## src/rtl/lbm_pkg.sv

```systemverilog
package lbm_pkg;
  typedef enum logic [2:0] {
    ST_IDLE,
    ST_PHY,
    ST_DL,
    ST_SPD,
    ST_L0,
    ST_DONE,
    ST_FAIL
  } lbm_state_e;

  typedef enum logic [1:0] {
    FS_NONE = 2'd0,
    FS_PHY  = 2'd1,
    FS_DL   = 2'd2,
    FS_L0   = 2'd3
  } lbm_fail_e;
endpackage

```

## src/rtl/lbm_stage_eval.sv

```systemverilog
module lbm_stage_eval
  import lbm_pkg::*;
#(
  parameter int ST_W    = 8,
  parameter int FIELD_W = 6,
  parameter int PHY_BIT = 6,
  parameter int DL_BIT  = 7,
  parameter int L0_LO   = 'h11,
  parameter int L0_HI   = 'h16
) (
  input  logic [ST_W-1:0] status_i,
  input  lbm_state_e      state_i,
  output logic            met_o
);
  logic [FIELD_W-1:0] field;
  logic               in_range;

  assign field    = status_i[FIELD_W-1:0];
  assign in_range = (field >= FIELD_W'(L0_LO)) && (field <= FIELD_W'(L0_HI));

  always_comb begin
    unique case (state_i)
      ST_PHY:  met_o = status_i[PHY_BIT];
      ST_DL:   met_o = status_i[DL_BIT];
      ST_L0:   met_o = in_range;
      default: met_o = 1'b0;
    endcase
  end
endmodule

```

## src/rtl/lbm_poll_timer.sv

```systemverilog
module lbm_poll_timer #(
  parameter int POLL_CYC  = 100000,
  parameter int NUM_POLLS = 1000
) (
  input  logic clk_i,
  input  logic rst_ni,
  input  logic run_i,
  input  logic restart_i,
  output logic poll_o,
  output logic last_o
);
  localparam int PW = (NUM_POLLS > 1) ? $clog2(NUM_POLLS) : 1;

  logic          at_tick;
  logic [PW-1:0] polls_q;

  generate
    if (POLL_CYC > 1) begin : g_tick
      localparam int TW = $clog2(POLL_CYC);
      logic [TW-1:0] tick_q;
      always_ff @(posedge clk_i or negedge rst_ni) begin
        if (!rst_ni)                 tick_q <= '0;
        else if (!run_i || restart_i) tick_q <= '0;
        else if (tick_q == TW'(POLL_CYC - 1)) tick_q <= '0;
        else                         tick_q <= tick_q + 1'b1;
      end
      assign at_tick = (tick_q == '0);
    end else begin : g_every
      assign at_tick = 1'b1;
    end
  endgenerate

  always_ff @(posedge clk_i or negedge rst_ni) begin
    if (!rst_ni)                  polls_q <= '0;
    else if (!run_i || restart_i) polls_q <= '0;
    else if (at_tick && !last_o)  polls_q <= polls_q + 1'b1;
  end

  assign poll_o = run_i & at_tick;
  assign last_o = (polls_q == PW'(NUM_POLLS - 1));
endmodule

```

## src/rtl/lbm_seq.sv

```systemverilog
module lbm_seq
  import lbm_pkg::*;
(
  input  logic       clk_i,
  input  logic       rst_ni,
  input  logic       start_i,
  input  logic       stop_i,
  input  logic       met_i,
  input  logic       poll_i,
  input  logic       last_i,
  output lbm_state_e state_o,
  output logic       restart_o,
  output logic       train_en_o,
  output logic [1:0] fail_stage_o
);
  lbm_state_e state_q, state_d;
  lbm_fail_e  fs_q, fs_d;
  logic       en_q, en_d;

  always_comb begin
    state_d = state_q;
    fs_d    = fs_q;
    en_d    = en_q;
    if (stop_i) begin
      state_d = ST_IDLE;
      fs_d    = FS_NONE;
      en_d    = 1'b0;
    end else begin
      unique case (state_q)
        ST_IDLE, ST_DONE, ST_FAIL: if (start_i) begin
          state_d = ST_PHY;
          fs_d    = FS_NONE;
          en_d    = 1'b1;
        end
        ST_PHY: if (poll_i) begin
          if (met_i)       state_d = ST_DL;
          else if (last_i) begin state_d = ST_FAIL; fs_d = FS_PHY; end
        end
        ST_DL: if (poll_i) begin
          if (met_i)       state_d = ST_SPD;
          else if (last_i) begin state_d = ST_FAIL; fs_d = FS_DL; end
        end
        ST_SPD: state_d = ST_L0;
        ST_L0: if (poll_i) begin
          if (met_i)       state_d = ST_DONE;
          else if (last_i) begin state_d = ST_FAIL; fs_d = FS_L0; end
        end
        default: state_d = ST_IDLE;
      endcase
    end
  end

  always_ff @(posedge clk_i or negedge rst_ni) begin
    if (!rst_ni) begin
      state_q <= ST_IDLE;
      fs_q    <= FS_NONE;
      en_q    <= 1'b0;
    end else begin
      state_q <= state_d;
      fs_q    <= fs_d;
      en_q    <= en_d;
    end
  end

  assign state_o      = state_q;
  assign restart_o    = (state_d != state_q);
  assign train_en_o   = en_q;
  assign fail_stage_o = fs_q;
endmodule

```

## src/rtl/link_bringup_ctrl.sv

```systemverilog
module link_bringup_ctrl
  import lbm_pkg::*;
#(
  parameter int ST_W        = 8,
  parameter int FIELD_W     = 6,
  parameter int PHY_BIT     = 6,
  parameter int DL_BIT      = 7,
  parameter int L0_LO       = 'h11,
  parameter int L0_HI       = 'h16,
  parameter int POLL_CYC    = 100000,
  parameter int TIMEOUT_CYC = 100000000
) (
  input  logic            clk_i,
  input  logic            rst_ni,
  input  logic            start_i,
  input  logic            stop_i,
  input  logic [ST_W-1:0] status_i,
  output logic            train_en_o,
  output logic            speed_req_o,
  output logic            busy_o,
  output logic            done_o,
  output logic            fail_o,
  output logic [1:0]      fail_stage_o
);
  localparam int NUM_POLLS = (TIMEOUT_CYC / POLL_CYC > 0) ? TIMEOUT_CYC / POLL_CYC : 1;

  lbm_state_e state;
  logic       met, poll, last, restart, run;

  assign run = (state == ST_PHY) || (state == ST_DL) || (state == ST_L0);

  lbm_stage_eval #(
    .ST_W(ST_W), .FIELD_W(FIELD_W), .PHY_BIT(PHY_BIT), .DL_BIT(DL_BIT),
    .L0_LO(L0_LO), .L0_HI(L0_HI)
  ) u_eval (
    .status_i (status_i),
    .state_i  (state),
    .met_o    (met)
  );

  lbm_poll_timer #(
    .POLL_CYC(POLL_CYC), .NUM_POLLS(NUM_POLLS)
  ) u_timer (
    .clk_i     (clk_i),
    .rst_ni    (rst_ni),
    .run_i     (run),
    .restart_i (restart),
    .poll_o    (poll),
    .last_o    (last)
  );

  lbm_seq u_seq (
    .clk_i        (clk_i),
    .rst_ni       (rst_ni),
    .start_i      (start_i),
    .stop_i       (stop_i),
    .met_i        (met),
    .poll_i       (poll),
    .last_i       (last),
    .state_o      (state),
    .restart_o    (restart),
    .train_en_o   (train_en_o),
    .fail_stage_o (fail_stage_o)
  );

  assign busy_o      = run || (state == ST_SPD);
  assign speed_req_o = (state == ST_SPD);
  assign done_o      = (state == ST_DONE);
  assign fail_o      = (state == ST_FAIL);
endmodule

```

## config.mk

```make
export PLATFORM = sky130hd
export DESIGN_NAME = link_bringup_ctrl
export DESIGN_NICKNAME = d
export VERILOG_FILES = /design/src/rtl/lbm_pkg.sv /design/src/rtl/lbm_stage_eval.sv /design/src/rtl/lbm_poll_timer.sv /design/src/rtl/lbm_seq.sv /design/src/rtl/link_bringup_ctrl.sv
export SDC_FILE = /design/constraint.sdc
export NUM_CORES = 1
export LEC_CHECK = 0
export BUFFER_PORTS_ARGS = -buffer_cell sky130_fd_sc_hd__buf_2
export CAP_MARGIN = 20
export CORE_AREA = 2 2 68 70
export DETAILED_ROUTE_END_ITERATION = 8
export DIE_AREA = 0 0 70 72
export GPL_TIMING_DRIVEN = 0
export PLACE_DENSITY = 0.69
export SYNTH_ARGS = -nofsm -noshare
export SYNTH_HDL_FRONTEND = slang
export SYNTH_SLANG_ARGS = --single-unit
export TNS_END_PERCENT = 20
```

## constraint.sdc

```tcl
create_clock -name clk_i -period 2.4 [get_ports clk_i]
set_input_delay 0.12 -clock clk_i [delete_from_list [all_inputs] [get_ports clk_i]]
set_output_delay 0.12 -clock clk_i [all_outputs]
set_load 0.1 [all_outputs]
```

**Word-level counts from Yosys, hierarchy flattened**

Index checks and enable logic that the tools add are counted.

- Mux-type cells: 30
- Order comparisons: 2
- Bitwise gates (word level): 1
- $add $sub $neg: 2
- Reduce and logical (&&, ||, !) cells: 17
- Equality and inequality tests: 19

Operators by type and width:

| operator | count |
|---|---|
| $mux 17 | 2 |
| $mux 3 | 9 |
| $mux 2 | 11 |
| $ne 3x3->1 const B | 7 |
| $mux 10 | 2 |
| $add 17x1->17 const B | 1 |
| $eq 17x17->1 const B | 1 |
| $logic_not 17->1 | 1 |
| $pmux 3 s5 | 1 |
| $reduce_and 11->1 | 1 |
| $add 10x1->10 const B | 1 |
| $eq 10x10->1 const B | 1 |
| $eq 3x3->1 const B | 3 |
| $ne 3x2->1 const B | 3 |
| $pmux 2 s4 | 1 |
| $eq 3x2->1 const B | 2 |
| $ge 6x5->1 const B | 1 |
| $le 6x5->1 const B | 1 |
| $reduce_bool 2->1 | 3 |
| $reduce_bool 5->1 | 1 |
| $logic_or 1x1->1 | 4 |
| $eq 3x1->1 const B | 1 |
| $logic_not 3->1 | 1 |
| $mux 1 | 3 |
| other kinds (7) | 9 |

- Output and inout port bits: 7
- Bits in registers: 33
- Logic and storage cells: 76

**Longest topological paths before layout**

Gate-level depths: netlist of run 1.

- Word-level depth: 10
- Mapped depth: 9
- Gate-level depth less buffers: 7

**By module**

From an unflattened synthesis of run 1, not the netlist that was laid out.

- Cells, all modules: 243
- Area, all modules: 2193.4 µm²

Modules (own cells, without submodules):

| module | sequential area each (µm²) | area an instance (µm²) | cells each | instances |
|---|---|---|---|---|
| lbm_poll_timer | 675.6 | 1552.7 | 162 | 1 |
| lbm_seq | 150.1 | 516.7 | 65 | 1 |
| lbm_stage_eval | 0.0 | 63.8 | 8 | 1 |
| link_bringup_ctrl | 0.0 | 60.1 | 8 | 1 |

**Least setup slack after synthesis of run 1**

OpenSTA, ideal clock, no wires.

- Path kind: register -> register
- Start: reg u_seq.state_q[0] (netlist: u_seq.state_o[0])
- End: reg u_seq.fs_q[1] (netlist: u_seq.fail_stage_o[1])
- Period minus slack after synthesis: 2.844 ns
- Arrival: 2.775 ns
- Library setup time: 0.068 ns
- Path buffers: 0
- Path slack: -0.444 ns
- Cell stages (with the launch flop): 6
- Cells stage by stage: dfrtp_1 > nand2b_1 > nor2_1 > o21ai_1 > a2111oi_2 > a41o_1

- Elaborated cells on any way between the ends: 25
- Classes of those cells: eq/ne (15); mux (3); bitwise (1); reduce/logical (6)

RTL lines:

| what | RTL line | text |
|---|---|---|
| start, declared | lbm_seq.sv:16 | `lbm_state_e state_q, state_d;` |
| start signal, assigned | lbm_seq.sv:59 | `state_q <= state_d;` |
| $eq 3x3->1 (*) | -- |  |
| named net fail_o | link_bringup_ctrl.sv:22 | `output logic fail_o,` |
| $reduce_or 3->1 (*) | lbm_seq.sv:29 | `unique case (state_q)` |
| $ne 3x3->1 (no source line) (tied with other cells) | -- |  |
| $reduce_and 11->1 (no source line) / $mux 2 (equally long branches) | -- |  |
| end signal, assigned | lbm_seq.sv:60 | `fs_q <= fs_d;` |
| end, declared | lbm_seq.sv:17 | `lbm_fail_e fs_q, fs_d;` |

Mark *: on every way through the listed nets, which the timed path passes. The rest lies on a longest branch.
A chain may end at the register's enable or synchronous reset.

**Final worst setup path of run 1**

- Start: reg u_timer.g_tick.tick_q[14]
- End: reg u_timer.polls_q[1]

- Cells in the longest elaborated chain, start to end: 8
- Elaborated cells on any way between the ends: 12
- Classes of those cells: eq/ne (1); mux (6); bitwise (1); reduce/logical (4)

RTL lines:

| what | RTL line | text |
|---|---|---|
| start, declared | lbm_poll_timer.sv:20 | `logic [TW-1:0] tick_q;` |
| start signal, assigned | lbm_poll_timer.sv:25 | `else tick_q <= tick_q + 1'b1;` |
| $logic_not 17->1 (*) | lbm_poll_timer.sv:27 | `assign at_tick = (tick_q == '0);` |
| $and 1x1->1 | lbm_poll_timer.sv:39 | `assign poll_o = run_i & at_tick;` |
| $mux 3, on equally long branches | lbm_seq.sv:44, lbm_seq.sv:35, lbm_seq.sv:39 |  |
| $pmux 3 s5 | lbm_seq.sv:29 |  |
| $mux 3 | lbm_seq.sv:24 | `if (stop_i) begin` |
| $ne 3x3->1 | lbm_seq.sv:66 | `assign restart_o = (state_d != state_q);` |
| $logic_or 1x1->1 | lbm_poll_timer.sv:35 | `else if (!run_i \|\| restart_i) polls_q <= '0;` |
| $mux 10 / $reduce_bool 2->1 (equally long branches) | -- |  |
| end signal, assigned | lbm_poll_timer.sv:36 | `else if (at_tick && !last_o) polls_q <= polls_q + 1'b1;` |
| end, declared | lbm_poll_timer.sv:15 | `logic [PW-1:0] polls_q;` |

Every way passes the cells marked *; elsewhere a longest branch is shown, timed or not.

==> flow_summary.toml, run 1 <==
[status]
status = "complete, no violations"

[cells_and_area]
layout-drive-gt1-share_pct = 28.4
n_antenna_cell = 0
syn2layout_area_growth_pct = 19.0
finalNetCount = 265
design_area_um2 = 2480

[min_path]
hold_class = "input pin to flop"
hold_path_depth = 4
hp-start = "start_i"

[logic_synthesis]
synth.most_common_cell = "dfrtp_1"
synth_seq_area_share_pct = 39.6
ys_seq_elements = 33
synth_area_um2 = 2080
syn_avg_cell_area_um2 = 9.70
async_reset_ff_share_pct = 100
synth.distinct_cells = 43
synth_cells = 215
synth_compound_area_share_pct = 9.24
synth_top_family_by_area = "simple AND/OR/NAND/NOR gates"
yosys.area_share.xor_xnor_pct = 10.9
yosys.area.top_type = "dfrtp_1"
synth_edf_count = 0
ys.flop_type = "dfrtp_1"
synthAdderAreaFrac_pct = 2.28
yosys-mux-area-fraction_pct = 0.480
synthTopCellsByArea = "dfrtp_1 40%, xor2_1 7.1%, nor3_2 4.8%"
synth_simple_gate_area_share_pct = 33.5
ys_warn_count = 0
synth_top_area_share_pct = 39.6
syn_nets = 230
synthTopCellsByCount = "33 x dfrtp_1, 19 x nor2_1, 17 x nand2_1, 17 x xor2_1"

[global_routing]
grt_overflow = 0
antenna_found_initial = 0
grt_first_pass_wirelength_mm = 7.40
grt_start_max_net_pins = 34
grt_pass1_vias = 1598
grt.total_usage_pct = 18.3

[clock_network]
clk_path_buf_depth = 2
clk_pin_slew_worst_paths_ns = 0.07
cts_root_buffer = "clkbuf_8"
cts_sinks = 33
tritoncts = "yes"
cts_made_buffers = 5
clkLatencyLatePin_ns = 0.29
htree_levels = 2

[detailed_routing]
routed_via_density = 5.61
wl_mm = 4.34
ant_nets = 0
drtPass1Iterations = 4
route.detailed.drc = 0
drt_iter0_drc = 109
vias = 1694
wl_per_cell_um = 14.4

[floorplanning]
initial_utilization_pct = 48.9
ios = 19
die_h_um = 72
die-area_um2 = 5040
core_area_um2 = 4260
rows = 24
dieWidth_um = 70

[sta]
skew_ns = 0.00569
final-max-slew-violation-count = 0
max-slew-margin-rel_pct = 51.0
hold_viol_final = 0
period_share_pct = 99.9
final.setup.tns_ns = 0
setup_viol = 0
tightest_slew_ns = 0.735
fmax_mhz = 417
rsz0062_at_grt = "true"
fin_crit_ns = 2.40

[critical_path]
start_kind = "flop"
critPathKind = "flop to flop"
cp-end-kind = "flop"
cp_max_fo = 8
rr_worst_depth = 8
crit_arrival_ns = 2.58
crit_buf_inv = 2
crit_family = "simple AND/OR/NAND/NOR gates"
cpPeakStageDelay_ns = 0.57
crit_slowest_cell = "or4_4"
critical_path_required_ns = 2.58
crit_path_start = "u_timer.g_tick.tick_q[14]$_DFF_PN0_"
crit_chain = "or4_4 -> nor4_4 -> and2_1 -> buf_6 -> o211ai_4 -> o211ai_4 -> clkbuf_16 -> nor3_2"
worstSetupPathDepth = 8
crit_path_frequent_cell = "o211ai_4"
regToRegStartpoint = "u_timer.g_tick.tick_q[14]$_DFF_PN0_"

[pwr]
max-vdd-ir-drop_uv = 322
p_leak_nw = 1.02
p_per_area_nw_per_um2 = 490

[run]
cap_violations = 0

[place]
place_congestion = 0.853
placed_area_um2 = 2240
io_buffers = 17
dp_hpwl_mm = 2.88
-- layer usage --
layer	global-route usage [%]	routed length, um	vias to the layer above
li1	-	-	832
met1	25.0	2000	821
met2	29.6	2110	31
met3	3.75	145	10
met4	5.98	79	0
met5	0	0	-
-- through the flow --
step | std cells | hold WS [ns] | worst slack [ns] | utilization (%) | total power, mW
final | 302 | 0.163 | 0.00257 | 58.2 | 1.21
after global routing | 302 | 0.182 | -0.0633 | 58.2 | 1.27
after CTS | 292 | 0.155 | 0.000330 | 55.3 | 1.21
after detailed placement | 284 | 0.231 | -0.0670 | 52.5 | 0.762
after global placement | 284 | 0.223 | -0.0389 | 52.5 | 0.760
after floorplan | 215 | -0.176 | -0.0752 | - | 0.714
-- cell type report --
cell class              count  area (um2)
plain buffers               8        63.8
clock buffers               6        82.6
clock inverters             1        7.51
fillers                   379        1780
inverters                   6        22.5
multi-input cells         167        1220
flip-flops and latches     33         827
well taps                  52        65.1
repair buffers             29         195
-- registers in the layout, indices dropped and copies added (netlist names) --
name	count
u_seq.fail_stage_o	2
u_seq.state_o	3
u_seq.train_en_o	1
u_timer.g_tick.tick_q	17
u_timer.polls_q	10
-- cell families (layout without fill, tap and decap cells) --
logic type	after synthesis	in the layout
simple gates	112	112
flops	33	33
xor+xnor	26	26
compound gates	24	24
buf+inv	15	50
fa+ha+maj	4	4
mux	1	1
-- worst reg2reg max path: cells and delay by family (launching register included) --
family                 cells  cell delay [ns]
AND/OR/NAND/NOR            4             1.12
flip-flops                 1             0.40
AO/OA/AOI/OAI              2             0.40
buffers and inverters      2             0.35
-- final timing paths --
| kind | end | slack, ns |
|---|---|---|
| setup / recovery | u_timer.polls_q[1]$_DFFE_PN0P_ | 0.003 |
| hold reg to reg | u_seq.train_en_o$_DFFE_PN0P_ | 0.52 |
| setup reg to reg | u_timer.polls_q[1]$_DFFE_PN0P_ | 0.003 |
| min in group asynchronous | u_timer.g_tick.tick_q[6]$_DFF_PN0_ | 0.42 |
| hold / removal | u_seq.state_o[1]$_DFF_PN0_ | 0.16 |
| max in group asynchronous | u_seq.state_o[1]$_DFF_PN0_ | 1.46 |
-- timing repair --
| action | CTS | global route |
|---|---|---|
| setup endpoints to repair | 11 | 28 |
| gates resized for setup | 3 | 5 |
| hold buffers | 1 | 0 |
| setup buffers | 0 | 10 |
| hold endpoints to repair | 33 | 0 |
| pin swaps | 0 | 10 |
| gates cloned | 0 | 1 |
-- layout by cell type (no fill, tap or decap), types with 2 or more instances in the layout --
cell	synthesis	final
a31oi_1	2	2
nor2_1	19	18
and3_1	10	10
nand3_1	8	8
inv_1	6	6
a21oi_1	7	7
and2_1	4	4
nor3_1	8	7
nand2_1	17	17
buf_4	1	10
nand2b_1	2	2
nand3b_1	3	3
clkbuf_8	0	6
nor4_4	2	2
nor2_2	8	9
xnor2_1	9	9
nor2b_1	2	2
xor2_1	17	17
o21ai_1	2	2
clkbuf_1	5	4
nor3_2	10	10
nor4_1	2	2
o211ai_4	0	3
dfrtp_1	33	32
nand4_1	9	9
ha_1	3	3
buf_2	0	17
buf_6	3	3
a211oi_1	3	3
-- where the power goes --
part | internal (mW) | total, mW | switching, mW | leakage, nW
registers | 0.563 | 0.572 | 0.00815 | 0.456
clock network | 0.227 | 0.438 | 0.211 | 0.0433
logic | 0.0719 | 0.205 | 0.133 | 0.517
Note: power is estimated with default switching activity, not from simulation.
==> run 2, diff against run 1 <==
CORE_AREA = 2 2 81 83   (was 2 2 68 70)
DIE_AREA = 0 0 83 85   (was 0 0 70 72)
PLACE_DENSITY = 0.54   (was 0.69)
clock period = 2.1 ns   (was 2.4 ns; I/O delays follow)
==> flow_summary.toml, run 2 (synthesized netlist as in run 1, its figures left out) <==
[detailed_routing]
route.detailed.drc = 0
drtPass1Iterations = 4
drt_iter0_drc = 103
wl_mm = 4.72
wl_per_cell_um = 14.0
routed_via_density = 5.05
vias = 1702
ant_nets = 0

[cells_and_area]
finalNetCount = 275
layout-drive-gt1-share_pct = 36.2
final_cells = 337
largest_reg_flops = 17
n_antenna_cell = 0
top_register = "u_timer.g_tick.tick_q"
design_area_um2 = 2690
syn2layout_area_growth_pct = 29.1
final_cell_mix = "32 x dfrtp_1, 18 x nor2_1, 18 x buf_4, 17 x xor2_1"
layout_commonest_cell = "dfrtp_1"

[place]
io_buffers = 17
place_ws_ns = -0.344
dp_hpwl_mm = 3.01
place_congestion = 0.814
placed_cells = 309
placed_area_um2 = 2280

[clock_network]
cts_root_buffer = "clkbuf_8"
clk_pin_slew_worst_paths_ns = 0.07
cts_sinks = 33
cts_made_buffers = 5
clk_path_buf_depth = 2
tritoncts = "yes"
clkLatencyLatePin_ns = 0.28
htree_levels = 2

[floorplanning]
dieWidth_um = 83
die_h_um = 85
initial_utilization_pct = 33.6
core_area_um2 = 6200
rows = 29
die-area_um2 = 7060
ios = 19

[run]
cap_violations = 0

[pwr]
p_comb_share_pct = 19.5
switching_share_pct = 28.3
seqPwrFrac_pct = 46.4
power.share.clock_pct = 34.1
p_total_mw = 1.41
intPower_mw = 1.01
p_leak_nw = 1.09
p_per_area_nw_per_um2 = 524
max-vdd-ir-drop_uv = 344
p_switching_mw = 0.399

[critical_path]
critPathKind = "flop to flop"
start_kind = "flop"
crit_arrival_ns = 2.41
regToRegStartpoint = "u_seq.state_o[1]$_DFF_PN0_"
cp-end-kind = "flop"
critical_path_required_ns = 2.27
crit_path_start = "u_seq.state_o[1]$_DFF_PN0_"
cp_max_fo = 5

[sta]
max-slew-margin-rel_pct = 48.1
period_share_pct = 107
setup_viol = 29
final-max-slew-violation-count = 0
hold_viol_final = 0
skew_ns = 0.00699
layout_setup_ws_ns = -0.140
whs_ns = 0.166
tightest_slew_ns = 0.778
fmax_mhz = 446
rsz0062_at_grt = "true"
fin_crit_ns = 2.24

[global_routing]
grt_start_max_net_pins = 34
grt_overflow = 0
grt.total_usage_pct = 13.7
grt_pass1_vias = 1651
grt_first_pass_wirelength_mm = 7.85
antenna_found_initial = 0

[min_path]
hp-start = "start_i"
hold_class = "input pin to flop"

[status]
status = "finished, violations left"
violations = "setup timing"
-- run 2: cell count changes in the layout (fill, tap and decap cells not counted), moves of 2 or more --
cell,delta
a211oi_1,-2
nor2_4,+2
a211oi_2,+2
buf_4,+8
nor3_1,-2
nor2_2,-2
nor3_2,+2
-- run 2: worst paths after layout --
| check | end | slack [ns] | cells after the start |
|---|---|---|---|
| max | u_timer.polls_q[4]$_DFFE_PN0P_ | -0.14 | 8 |
| min | u_seq.state_o[1]$_DFF_PN0_ | 0.17 | 4 |
| max reg2reg | u_timer.polls_q[4]$_DFFE_PN0P_ | -0.14 | 8 |
| min reg2reg | u_seq.train_en_o$_DFFE_PN0P_ | 0.51 | 2 |
| max in group asynchronous | u_seq.state_o[1]$_DFF_PN0_ | 1.12 | 2 |
| min in group asynchronous | u_seq.fail_stage_o[0]$_DFFE_PN0P_ | 0.44 | 2 |
-- run 2: final cells by class --
type	instances	area [um2]
timing repair buffer	39	280
buffer	8	76.3
multi-input combinational	167	1300
tap	77	96.3
sequential	33	827
fill	615	3510
clock buffer	7	86.3
inverter	6	22.5
-- run 2: power groups by stage --
stage                     combinational, mW  sequential, mW  clock (mW)
after floorplan                       0.140           0.678           0
after global placement                0.211           0.665           0
after detailed placement              0.210           0.666           0
after CTS                             0.258           0.653       0.503
after global routing                  0.297           0.655       0.526
final                                 0.274           0.654       0.481
-- run 2: worst max-delay path: stages (launching register included) --
cell and delay, ns:
dfrtp_2 0.40, or4b_4 0.49, nor4_4 0.25, buf_4 0.18, nor2_4 0.04, o22a_4 0.28, o21ai_4 0.23, clkbuf_16 0.20
nor3_2 0.04
-- run 2: routing by layer --
layer	track usage, %	vias to the layer above	wire length (um)
met5	0	-	0
met4	4.92	0	42
met3	3.31	5	206
met2	21.0	44	2280
met1	19.0	804	2190
li1	-	849	-
-- run 2: through the flow --
stage	setup TNS, ns	utilization [%]
after floorplan	-0.00688	-
after global placement	-6.54	36.8
after detailed placement	-6.67	36.8
after CTS	-3.72	41.1
after global routing	-5.54	43.4
final	-2.70	43.4
-- run 2: timing repair --
| item | 4_1_cts | 5_1_grt |
|---|---|---|
| resized for setup | 17 | 15 |
| pin swaps | 34 | 11 |
| endpoints found under the setup margin | 31 | 32 |
| endpoints found under the hold margin | 33 | 0 |
| cloned | 1 | 1 |
| setup buffers | 10 | 10 |
| hold buffers | 1 | 0 |
